--- src/rtl/pgdram_pkg.sv ---
package pgdram_pkg;

   typedef enum logic [2:0] {
      ST_CLOSED,
      ST_RAS,
      ST_CSET,
      ST_CAS,
      ST_CPRE,
      ST_OPEN,
      ST_PRECH
   } pg_state_e;

   function automatic int imax(input int a, input int b);
      return (a > b) ? a : b;
   endfunction

endpackage

--- src/rtl/pgdram_timer.sv ---
module pgdram_timer #(
   parameter int W = 4
) (
   input  logic         clk,
   input  logic         rst_n,
   input  logic         load,
   input  logic [W-1:0] load_val,
   output logic         done
);
   logic [W-1:0] cnt_q;

   always_ff @(posedge clk) begin
      if (!rst_n)
         cnt_q <= '0;
      else if (load)
         cnt_q <= load_val;
      else if (cnt_q != '0)
         cnt_q <= cnt_q - 1'b1;
   end

   assign done = (cnt_q == '0);
endmodule

--- src/rtl/pgdram_page.sv ---
module pgdram_page #(
   parameter int ROW_W = 11
) (
   input  logic             clk,
   input  logic             rst_n,
   input  logic             open_set,
   input  logic             open_clr,
   input  logic [ROW_W-1:0] set_row,
   input  logic [ROW_W-1:0] cmp_row,
   output logic             hit
);
   logic             valid_q;
   logic [ROW_W-1:0] row_q;

   always_ff @(posedge clk) begin
      if (!rst_n) begin
         valid_q <= 1'b0;
         row_q   <= '0;
      end else if (open_clr) begin
         valid_q <= 1'b0;
      end else if (open_set) begin
         valid_q <= 1'b1;
         row_q   <= set_row;
      end
   end

   assign hit = valid_q && (row_q == cmp_row);
endmodule

--- src/rtl/pgdram_capture.sv ---
module pgdram_capture #(
   parameter int DATA_W = 16
) (
   input  logic              clk,
   input  logic              rst_n,
   input  logic              cap,
   input  logic [DATA_W-1:0] dq_in,
   output logic              rd_valid,
   output logic [DATA_W-1:0] rd_data
);
   always_ff @(posedge clk) begin
      if (!rst_n) begin
         rd_valid <= 1'b0;
         rd_data  <= '0;
      end else begin
         rd_valid <= cap;
         if (cap) rd_data <= dq_in;
      end
   end
endmodule

--- src/rtl/pgdram_ctrl.sv ---
module pgdram_ctrl
   import pgdram_pkg::*;
#(
   parameter int ROW_W    = 11,
   parameter int COL_W    = 10,
   parameter int DATA_W   = 16,
   parameter int T_RCD    = 2,
   parameter int T_CAS    = 2,
   parameter int T_CP     = 1,
   parameter int T_RP     = 3,
   parameter int IDLE_MAX = 12,
   localparam int AW      = imax(ROW_W, COL_W),
   localparam int ADDR_W  = ROW_W + COL_W
) (
   input  logic              clk,
   input  logic              rst_n,
   input  logic              edo_mode,
   input  logic              req_valid,
   output logic              req_ready,
   input  logic              req_write,
   input  logic [ADDR_W-1:0] req_addr,
   input  logic [DATA_W-1:0] req_wdata,
   output logic              rd_valid,
   output logic [DATA_W-1:0] rd_data,
   output logic              dram_ras_n,
   output logic              dram_cas_n,
   output logic              dram_we_n,
   output logic              dram_oe_n,
   output logic [AW-1:0]     dram_addr,
   output logic [DATA_W-1:0] dram_dq_out,
   output logic              dram_dq_oe,
   input  logic [DATA_W-1:0] dram_dq_in
);
   localparam int TMAX = imax(imax(imax(T_RCD, T_CAS), imax(T_CP, T_RP)), IDLE_MAX);
   localparam int TW   = $clog2(TMAX + 1);

   if (ROW_W < 1 || COL_W < 1 || DATA_W < 1) begin : g_bad_width
      $error("pgdram_ctrl: widths must be positive");
   end
   if (T_RCD < 1 || T_CAS < 1 || T_CP < 1 || T_RP < 1 || IDLE_MAX < 1) begin : g_bad_timing
      $error("pgdram_ctrl: every timing count must be at least 1");
   end

   pg_state_e         state_q, state_d;
   logic              tdone, tload, hit, accept, cap;
   logic [TW-1:0]     tval;
   logic              cur_write, cur_edo;
   logic [ROW_W-1:0]  cur_row;
   logic [COL_W-1:0]  cur_col;
   logic [DATA_W-1:0] cur_wdata;
   logic [AW-1:0]     row_ext, col_ext;
   logic [ROW_W-1:0]  req_row;

   assign req_row = req_addr[ADDR_W-1:COL_W];

   // Address padding variant chosen by the narrower field
   if (ROW_W < AW) begin : g_row_pad
      assign row_ext = {{(AW-ROW_W){1'b0}}, cur_row};
   end else begin : g_row_full
      assign row_ext = cur_row;
   end
   if (COL_W < AW) begin : g_col_pad
      assign col_ext = {{(AW-COL_W){1'b0}}, cur_col};
   end else begin : g_col_full
      assign col_ext = cur_col;
   end

   assign req_ready = (state_q == ST_CLOSED) || (state_q == ST_OPEN && hit);
   assign accept    = req_valid && req_ready;

   always_comb begin
      state_d = state_q;
      unique case (state_q)
         ST_CLOSED: if (req_valid) state_d = ST_RAS;
         ST_RAS:    if (tdone) state_d = ST_CSET;
         ST_CSET:   state_d = ST_CAS;
         ST_CAS:    if (tdone) state_d = ST_CPRE;
         ST_CPRE:   if (tdone) state_d = ST_OPEN;
         ST_OPEN: begin
            if (req_valid)  state_d = hit ? ST_CSET : ST_PRECH;
            else if (tdone) state_d = ST_PRECH;
         end
         ST_PRECH:  if (tdone) state_d = ST_CLOSED;
         default:   state_d = ST_CLOSED;
      endcase
   end

   always_comb begin
      unique case (state_d)
         ST_RAS:   tval = TW'(T_RCD - 1);
         ST_CAS:   tval = TW'(T_CAS - 1);
         ST_CPRE:  tval = TW'(T_CP - 1);
         ST_OPEN:  tval = TW'(IDLE_MAX - 1);
         ST_PRECH: tval = TW'(T_RP - 1);
         default:  tval = '0;
      endcase
   end
   assign tload = (state_d != state_q);

   always_ff @(posedge clk) begin
      if (!rst_n) begin
         state_q   <= ST_CLOSED;
         cur_write <= 1'b0;
         cur_edo   <= 1'b0;
         cur_row   <= '0;
         cur_col   <= '0;
         cur_wdata <= '0;
      end else begin
         state_q <= state_d;
         if (accept) begin
            cur_write <= req_write;
            cur_edo   <= edo_mode;
            cur_row   <= req_row;
            cur_col   <= req_addr[COL_W-1:0];
            cur_wdata <= req_wdata;
         end
      end
   end

   pgdram_timer #(.W(TW)) u_timer (
      .clk      (clk),
      .rst_n    (rst_n),
      .load     (tload),
      .load_val (tval),
      .done     (tdone)
   );

   pgdram_page #(.ROW_W(ROW_W)) u_page (
      .clk      (clk),
      .rst_n    (rst_n),
      .open_set (accept && state_q == ST_CLOSED),
      .open_clr (state_q == ST_OPEN && state_d == ST_PRECH),
      .set_row  (req_row),
      .cmp_row  (req_row),
      .hit      (hit)
   );

   assign cap = !cur_write && tdone &&
                ((state_q == ST_CAS  && !cur_edo) ||
                 (state_q == ST_CPRE &&  cur_edo));

   pgdram_capture #(.DATA_W(DATA_W)) u_cap (
      .clk      (clk),
      .rst_n    (rst_n),
      .cap      (cap),
      .dq_in    (dram_dq_in),
      .rd_valid (rd_valid),
      .rd_data  (rd_data)
   );

   assign dram_ras_n  = (state_q == ST_CLOSED) || (state_q == ST_PRECH);
   assign dram_cas_n  = (state_q != ST_CAS);
   assign dram_we_n   = !(cur_write && (state_q == ST_CSET || state_q == ST_CAS));
   assign dram_oe_n   = !(!cur_write &&
                          (state_q == ST_CAS || (state_q == ST_CPRE && cur_edo)));
   assign dram_addr   = (state_q == ST_RAS) ? row_ext : col_ext;
   assign dram_dq_out = cur_wdata;
   assign dram_dq_oe  = cur_write && (state_q == ST_CSET || state_q == ST_CAS);
endmodule

--- config.mk ---
export PLATFORM = sky130hd
export DESIGN_NAME = pgdram_ctrl
export DESIGN_NICKNAME = d
export VERILOG_FILES = /design/src/rtl/pgdram_pkg.sv /design/src/rtl/pgdram_timer.sv /design/src/rtl/pgdram_page.sv /design/src/rtl/pgdram_capture.sv /design/src/rtl/pgdram_ctrl.sv
export SDC_FILE = /design/constraint.sdc
export NUM_CORES = 1
export LEC_CHECK = 0
export ABC_CLOCK_PERIOD_IN_PS = 2100
export BUFFER_PORTS_ARGS = -buffer_cell sky130_fd_sc_hd__buf_2
export CORE_UTILIZATION = 51
export DETAILED_ROUTE_END_ITERATION = 8
export PLACE_DENSITY = 0.86
export SLEW_MARGIN = 15
export SYNTH_ARGS = -nofsm -noshare
export SYNTH_HDL_FRONTEND = slang
export SYNTH_SLANG_ARGS = --single-unit
export TNS_END_PERCENT = 5
--- constraint.sdc ---
create_clock -name clk -period 2.1 [get_ports clk]
set_input_delay 0.21 -clock clk [delete_from_list [all_inputs] [get_ports clk]]
set_output_delay 0.21 -clock clk [all_outputs]
set_load 0.01 [all_outputs]
**After elaboration in Yosys (flattened, before gate mapping)**

Cells that the tools add are included.

- Add/subtract/negate cells: 1
- Equality and inequality tests: 13
- Multiplexer cells: 13
- Bitwise gates (word level): 2
- Reduce and logical (&&, ||, !) cells: 27

Operators with widths:

| cell | number |
|---|---|
| $mux W3 | 8 |
| $pmux W3 S7 | 1 |
| $eq A3 B3 Y1 const B | 5 |
| $pmux W4 S3 | 1 |
| $eq A11 B11 Y1 | 1 |
| $logic_and A1 B1 Y1 | 11 |
| $mux W11 | 1 |
| $eq A3 B2 Y1 const B | 3 |
| $mux W4 | 2 |
| $eq A3 B1 Y1 const B | 2 |
| $logic_or A1 B1 Y1 | 5 |
| $logic_not A1 Y1 | 4 |
| $logic_not A4 Y1 | 1 |
| $reduce_bool A4 Y1 | 1 |
| $reduce_or A2 Y1 | 2 |
| $sub A4 B1 Y4 const B | 1 |
| $logic_not A3 Y1 | 1 |
| $ne A3 B2 Y1 const B | 1 |
| $ne A3 B3 Y1 | 1 |
| $not A1 Y1 | 2 |
| $reduce_and A2 Y1 | 1 |
| $reduce_bool A2 Y1 | 1 |

- Register bits: 75
- Input bits: 58
- Logic and storage cells: 67

**Longest topological paths before layout**

- Depth after elaboration: 9
- Mapped depth: 8
- Gate-level depth less buffers: 7

**By module**

Synthesis repeated with hierarchy kept, for this count alone.

- Cell total of the unflattened synthesis: 381
- Area total of the unflattened synthesis: 3493.4 um^2

By module, submodules not included:

| module | instances | cells an instance | area an instance (um^2) | seq. area each (um^2) |
|---|---|---|---|---|
| pgdram_ctrl | 1 | 238 | 2053.2 | 840.8 |
| pgdram_capture | 1 | 53 | 643.1 | 340.3 |
| pgdram_page | 1 | 67 | 566.8 | 240.2 |
| pgdram_timer | 1 | 23 | 230.2 | 80.1 |

**Worst setup path before layout**

OpenSTA, ideal clock, no wires.

- Path type: flip-flop to flip-flop
- From: reg u_timer.cnt_q[0]
- To: reg u_cap.rd_data[7]
- Arrival: 1.565 ns
- Slack: 0.407 ns
- Stages on the path, launching flop included: 9
- Period minus slack after synthesis: 1.693 ns
- Cell sequence: dfxtp_1 > inv_1 > ha_1 > nor3b_2 > nand3b_4 > buf_6 > buf_6 > mux2i_1 > nor2_1

- Cells in the longest elaborated chain, start to end: 3

Ends and longest elaborated chain:

| element | line | RTL |
|---|---|---|
| start: declaration | pgdram_timer.sv:10 | `logic [W-1:0] cnt_q;` |
| start signal: assignment | pgdram_timer.sv:16 | `cnt_q <= load_val;` |
| start signal: assignment | pgdram_timer.sv:18 | `cnt_q <= cnt_q - 1'b1;` |
| $logic_not A4 Y1 | pgdram_timer.sv:21 | `assign done = (cnt_q == '0);` |
| $logic_and A1 B1 Y1 (2 in a row) | pgdram_ctrl.sv:138 | `assign cap = !cur_write && tdone &&` |
| end signal: assignment | pgdram_capture.sv:17 | `if (cap) rd_data <= dq_in;` |
| end: declaration | pgdram_capture.sv:9 | `output logic [DATA_W-1:0] rd_data` |

No other way between the ends.
A chain may end at the register's enable or synchronous reset.

**Final worst setup path**

- From: reg u_page.row_q[10]
- To: out req_ready

- Cells in the longest elaborated chain, start to end: 4

Ends and longest elaborated chain:

| element | line | RTL |
|---|---|---|
| start: declaration | pgdram_page.sv:13 | `logic [ROW_W-1:0] row_q;` |
| start signal: assignment | pgdram_page.sv:23 | `row_q <= set_row;` |
| $eq A11 B11 Y1 | pgdram_page.sv:27 | `assign hit = valid_q && (row_q == cmp_row);` |
| $logic_and A1 B1 Y1 | pgdram_page.sv:27 |  |
| $logic_and A1 B1 Y1 | pgdram_ctrl.sv:68 | `assign req_ready = (state_q == ST_CLOSED) \|\| (state_q == ST_OPEN && hit);` |
| $logic_or A1 B1 Y1 | pgdram_ctrl.sv:68 |  |
| end: declaration | pgdram_ctrl.sv:19 | `output logic req_ready,` |

No other way between the ends.

==> impl_metrics.env <==
export IMPL_clk_pin_slew_worst_paths_ns=0.08
export IMPL_holdWs_ns=0.0980
export IMPL_cts_buffers=9
export IMPL_period_needed_ns=1.98
export IMPL_ir_drop_uv=660
export IMPL_slew_headroom_pct=65.4
export IMPL_layout_drive_gt1_share_pct=30.6
export IMPL_drt_iter0_drc=126
export IMPL_run_status="finished, final reports clean"
export IMPL_ant_nets=0
export IMPL_critical_path_cell_chain="xnor2_1 -> nand4_1 -> nor3_4 -> nand2_1 -> a21oi_1 -> buf_2"
export IMPL_via_per_inst=5.21
export IMPL_layout_setup_ws_ns=0.118
export IMPL_hold_end="u_cap.rd_data[7]"
export IMPL_place_detailed_hpwl_mm=5.17
export IMPL_power_frac_comb_pct=37.4
export IMPL_fin_cells=560
export IMPL_fmax_ghz=0.505
export IMPL_p_per_area_nw_per_um2=1100
export IMPL_ctsLongestPathBuffers=2
export IMPL_swShare_pct=35.9
export IMPL_cts_htree_levels=3
export IMPL_nets=538
export IMPL_wire_per_inst_um=13.1
export IMPL_antenna_found_initial=0
export IMPL_startpoint_type="flop"
export IMPL_drc=0
export IMPL_worst_slew_pin_slew_ns=0.519
export IMPL_p_clk_share_pct=20.4
export IMPL_reg2reg_from="u_timer.cnt_q[0]"
export IMPL_cpPeakStageDelay_ns=0.33
export IMPL_die_w_um=83.3
export IMPL_synth_avg_cell_area_um2=8.88
export IMPL_dp_slack_ns=0.289
export IMPL_syn_num_nets=439
export IMPL_async_reset_ff_share_pct=0
export IMPL_layout_common_cells="buf_2, nand2_1, dfxtp_1"
export IMPL_drv_slew=0
export IMPL_final_common_cell="buf_2"
export IMPL_cp_arrival_ns=1.77
export IMPL_syn_inst=380
export IMPL_cp_required_ns=1.89
export IMPL_grt_max_degree=84
export IMPL_p_int_uw=2910
export IMPL_wirelength_mm=7.31
export IMPL_ys_dominant_reg_cell="dfxtp_1"
export IMPL_ys_warnings_count=0
export IMPL_reg2reg_to="state_q[0]"
export IMPL_cts_root_buf="clkbuf_8"
export IMPL_drt_first_pass_iters=4
export IMPL_grt_pass1_wl_mm=12.1
export IMPL_post_route_period_util_pct=94.4
export IMPL_fillers=540
export IMPL_hold_path_class="input port to flop"
export IMPL_ys_seq_elements=75
export IMPL_row_count=29
export IMPL_core_area_um2=6390
export IMPL_grt_pass1_vias=2820
export IMPL_track_usage_pct=21.5
export IMPL_whs_path_depth=3
export IMPL_finalClockSkew_ns=0.00999
export IMPL_path_max_fanout=4
export IMPL_ys_seq_area_share_pct=44.5
export IMPL_r2r_setup_slack_ns=0.24
export IMPL_io_buffers=107
export IMPL_yosysUniqueCellTypes=40
export IMPL_power_switching_uw=1630
export IMPL_leakagePower_uw=0.00212
export IMPL_antenna_cells=0
export IMPL_die_area_um2=6950
export IMPL_rr_worst_depth=8
export IMPL_numPlacedInstances=544
export IMPL_netlist_area_um2=3370
export IMPL_insertion_delay_ns=0.34
export IMPL_grt_overflow_total=0
export IMPL_hold_path_startpoint="dram_dq_in[7]"
export IMPL_endpoint_kind="output pin"
export IMPL_cts_hold_fix_buffers=0
export IMPL_clock_sinks=75
export IMPL_synth_edf_count=0
export IMPL_cts_tree="yes"
export IMPL_die_h_um=83.3
export IMPL_num_vias=2918
export IMPL_path_class="flop to output pin"
export IMPL_p_seq_share_pct=42.2
export IMPL_io_pins=108
export IMPL_setup_viol=0
export IMPL_slowest_stage="dfxtp_1"
export IMPL_finalHoldViolCount=0
export IMPL_syn_to_final_growth_pct=22.1
export IMPL_cap_viol_max_count=0
export IMPL_initial_core_util_pct=52.8
export IMPL_globalplace_congestion=0.879
[synth_stat cells (3+ instances only)]
master,number,area [µm²]
mux2i_1,55,551
dfxtp_1,75,1500
and2_1,3,18.8
a21oi_1,17,85.1
nor3_1,3,15.0
o21ai_0,6,30.0
inv_1,6,22.5
buf_6,5,56.3
nand2_1,105,394
nand4_1,3,18.8
clkbuf_1,17,63.8
nor2_1,29,109
xnor2_1,13,114
mux2_2,10,113
[repair_timing]
item,CTS,global route
setup endpoints to repair,10,12
pin swaps,0,1
setup buffers,1,0
resized for setup,3,3
gates cloned,0,0
[cell type report]
class	count	area (µm²)	share of cell area (%)
Sequential cell	75	1510	36.5
Clock inverter	5	31.3	0.759
Timing Repair Buffer	114	613	14.9
Clock buffer	10	128	3.10
Multi-Input combinational cell	273	1720	41.8
Tap cell	77	96.3	2.34
Inverter	6	26.3	0.638
[worst max path at each step]
stage / startpoint / end / cells past startpoint
CTS: state_q[1] / dram_addr[3] / 5
floorplan: u_timer.cnt_q[0] / u_cap.rd_data[7] / 8
global placement: state_q[2] / dram_addr[0] / 5
detailed placement: state_q[0] / cur_col[0] / 5
global route: u_timer.cnt_q[0] / state_q[0] / 8
finish: u_page.row_q[10] / req_ready / 6
[per-layer routing]
metal	routed length (µm)	global-route usage, %
met4	126	9.72
met3	459	4.67
met5	0	0
met1	3170	24.6
met2	3550	38.0
[sequential cells by signal, summed over array words and instances, names as in the netlist, 3 cells and up]
register and cells:
cur_row 11, dram_dq_out 16, u_timer.cnt_q 4, u_page.row_q 11
state_q 3, cur_col 10, u_cap.rd_data 16
[power by group through the flow]
stage / Combinational [µW] / Clock (µW) / Sequential [µW]
global route: 1860 / 1010 / 1950
finish: 1700 / 928 / 1920
CTS: 1690 / 957 / 1910
floorplan: 1250 / 0 / 1900
detailed placement: 1680 / 0 / 1940
global placement: 1630 / 0 / 1920
[critical path: cells and delay by family (launching register included)]
kind                      cells  cell delay [ns]
xor gates and xnor gates      1             0.18
DFF                           1             0.33
and+or+nand+nor               3             0.57
AOI/OAI and AO/OA             1             0.19
buffers and inverters         1             0.17
[metrics by stage]
step / power (µW) / TNS (ns) / util [%] / area, µm²
CTS: 4560 / 0 / 64.4 / 4110
global placement: 3540 / 0 / 61.7 / 3940
global route: 4830 / -0.00886 / 64.5 / 4120
detailed placement: 3620 / 0 / 61.7 / 3940
floorplan: 3150 / 0 / - / 3370
finish: 4540 / 0 / 64.5 / 4120
[cells by family (layout without fill, tap and decap cells)]
group           count (synthesis)  after routing  synth area share, %
compound gates                 37             37                 6.71
xor+xnor                       13             13                 3.37
fa+ha+maj                       1              1                0.371
buf+inv                        32            135                 4.97
flops                          75             75                 44.5
mux                            65             65                 19.7
simple gates                  157            157                 20.4
(Power assumes the default switching activity.)
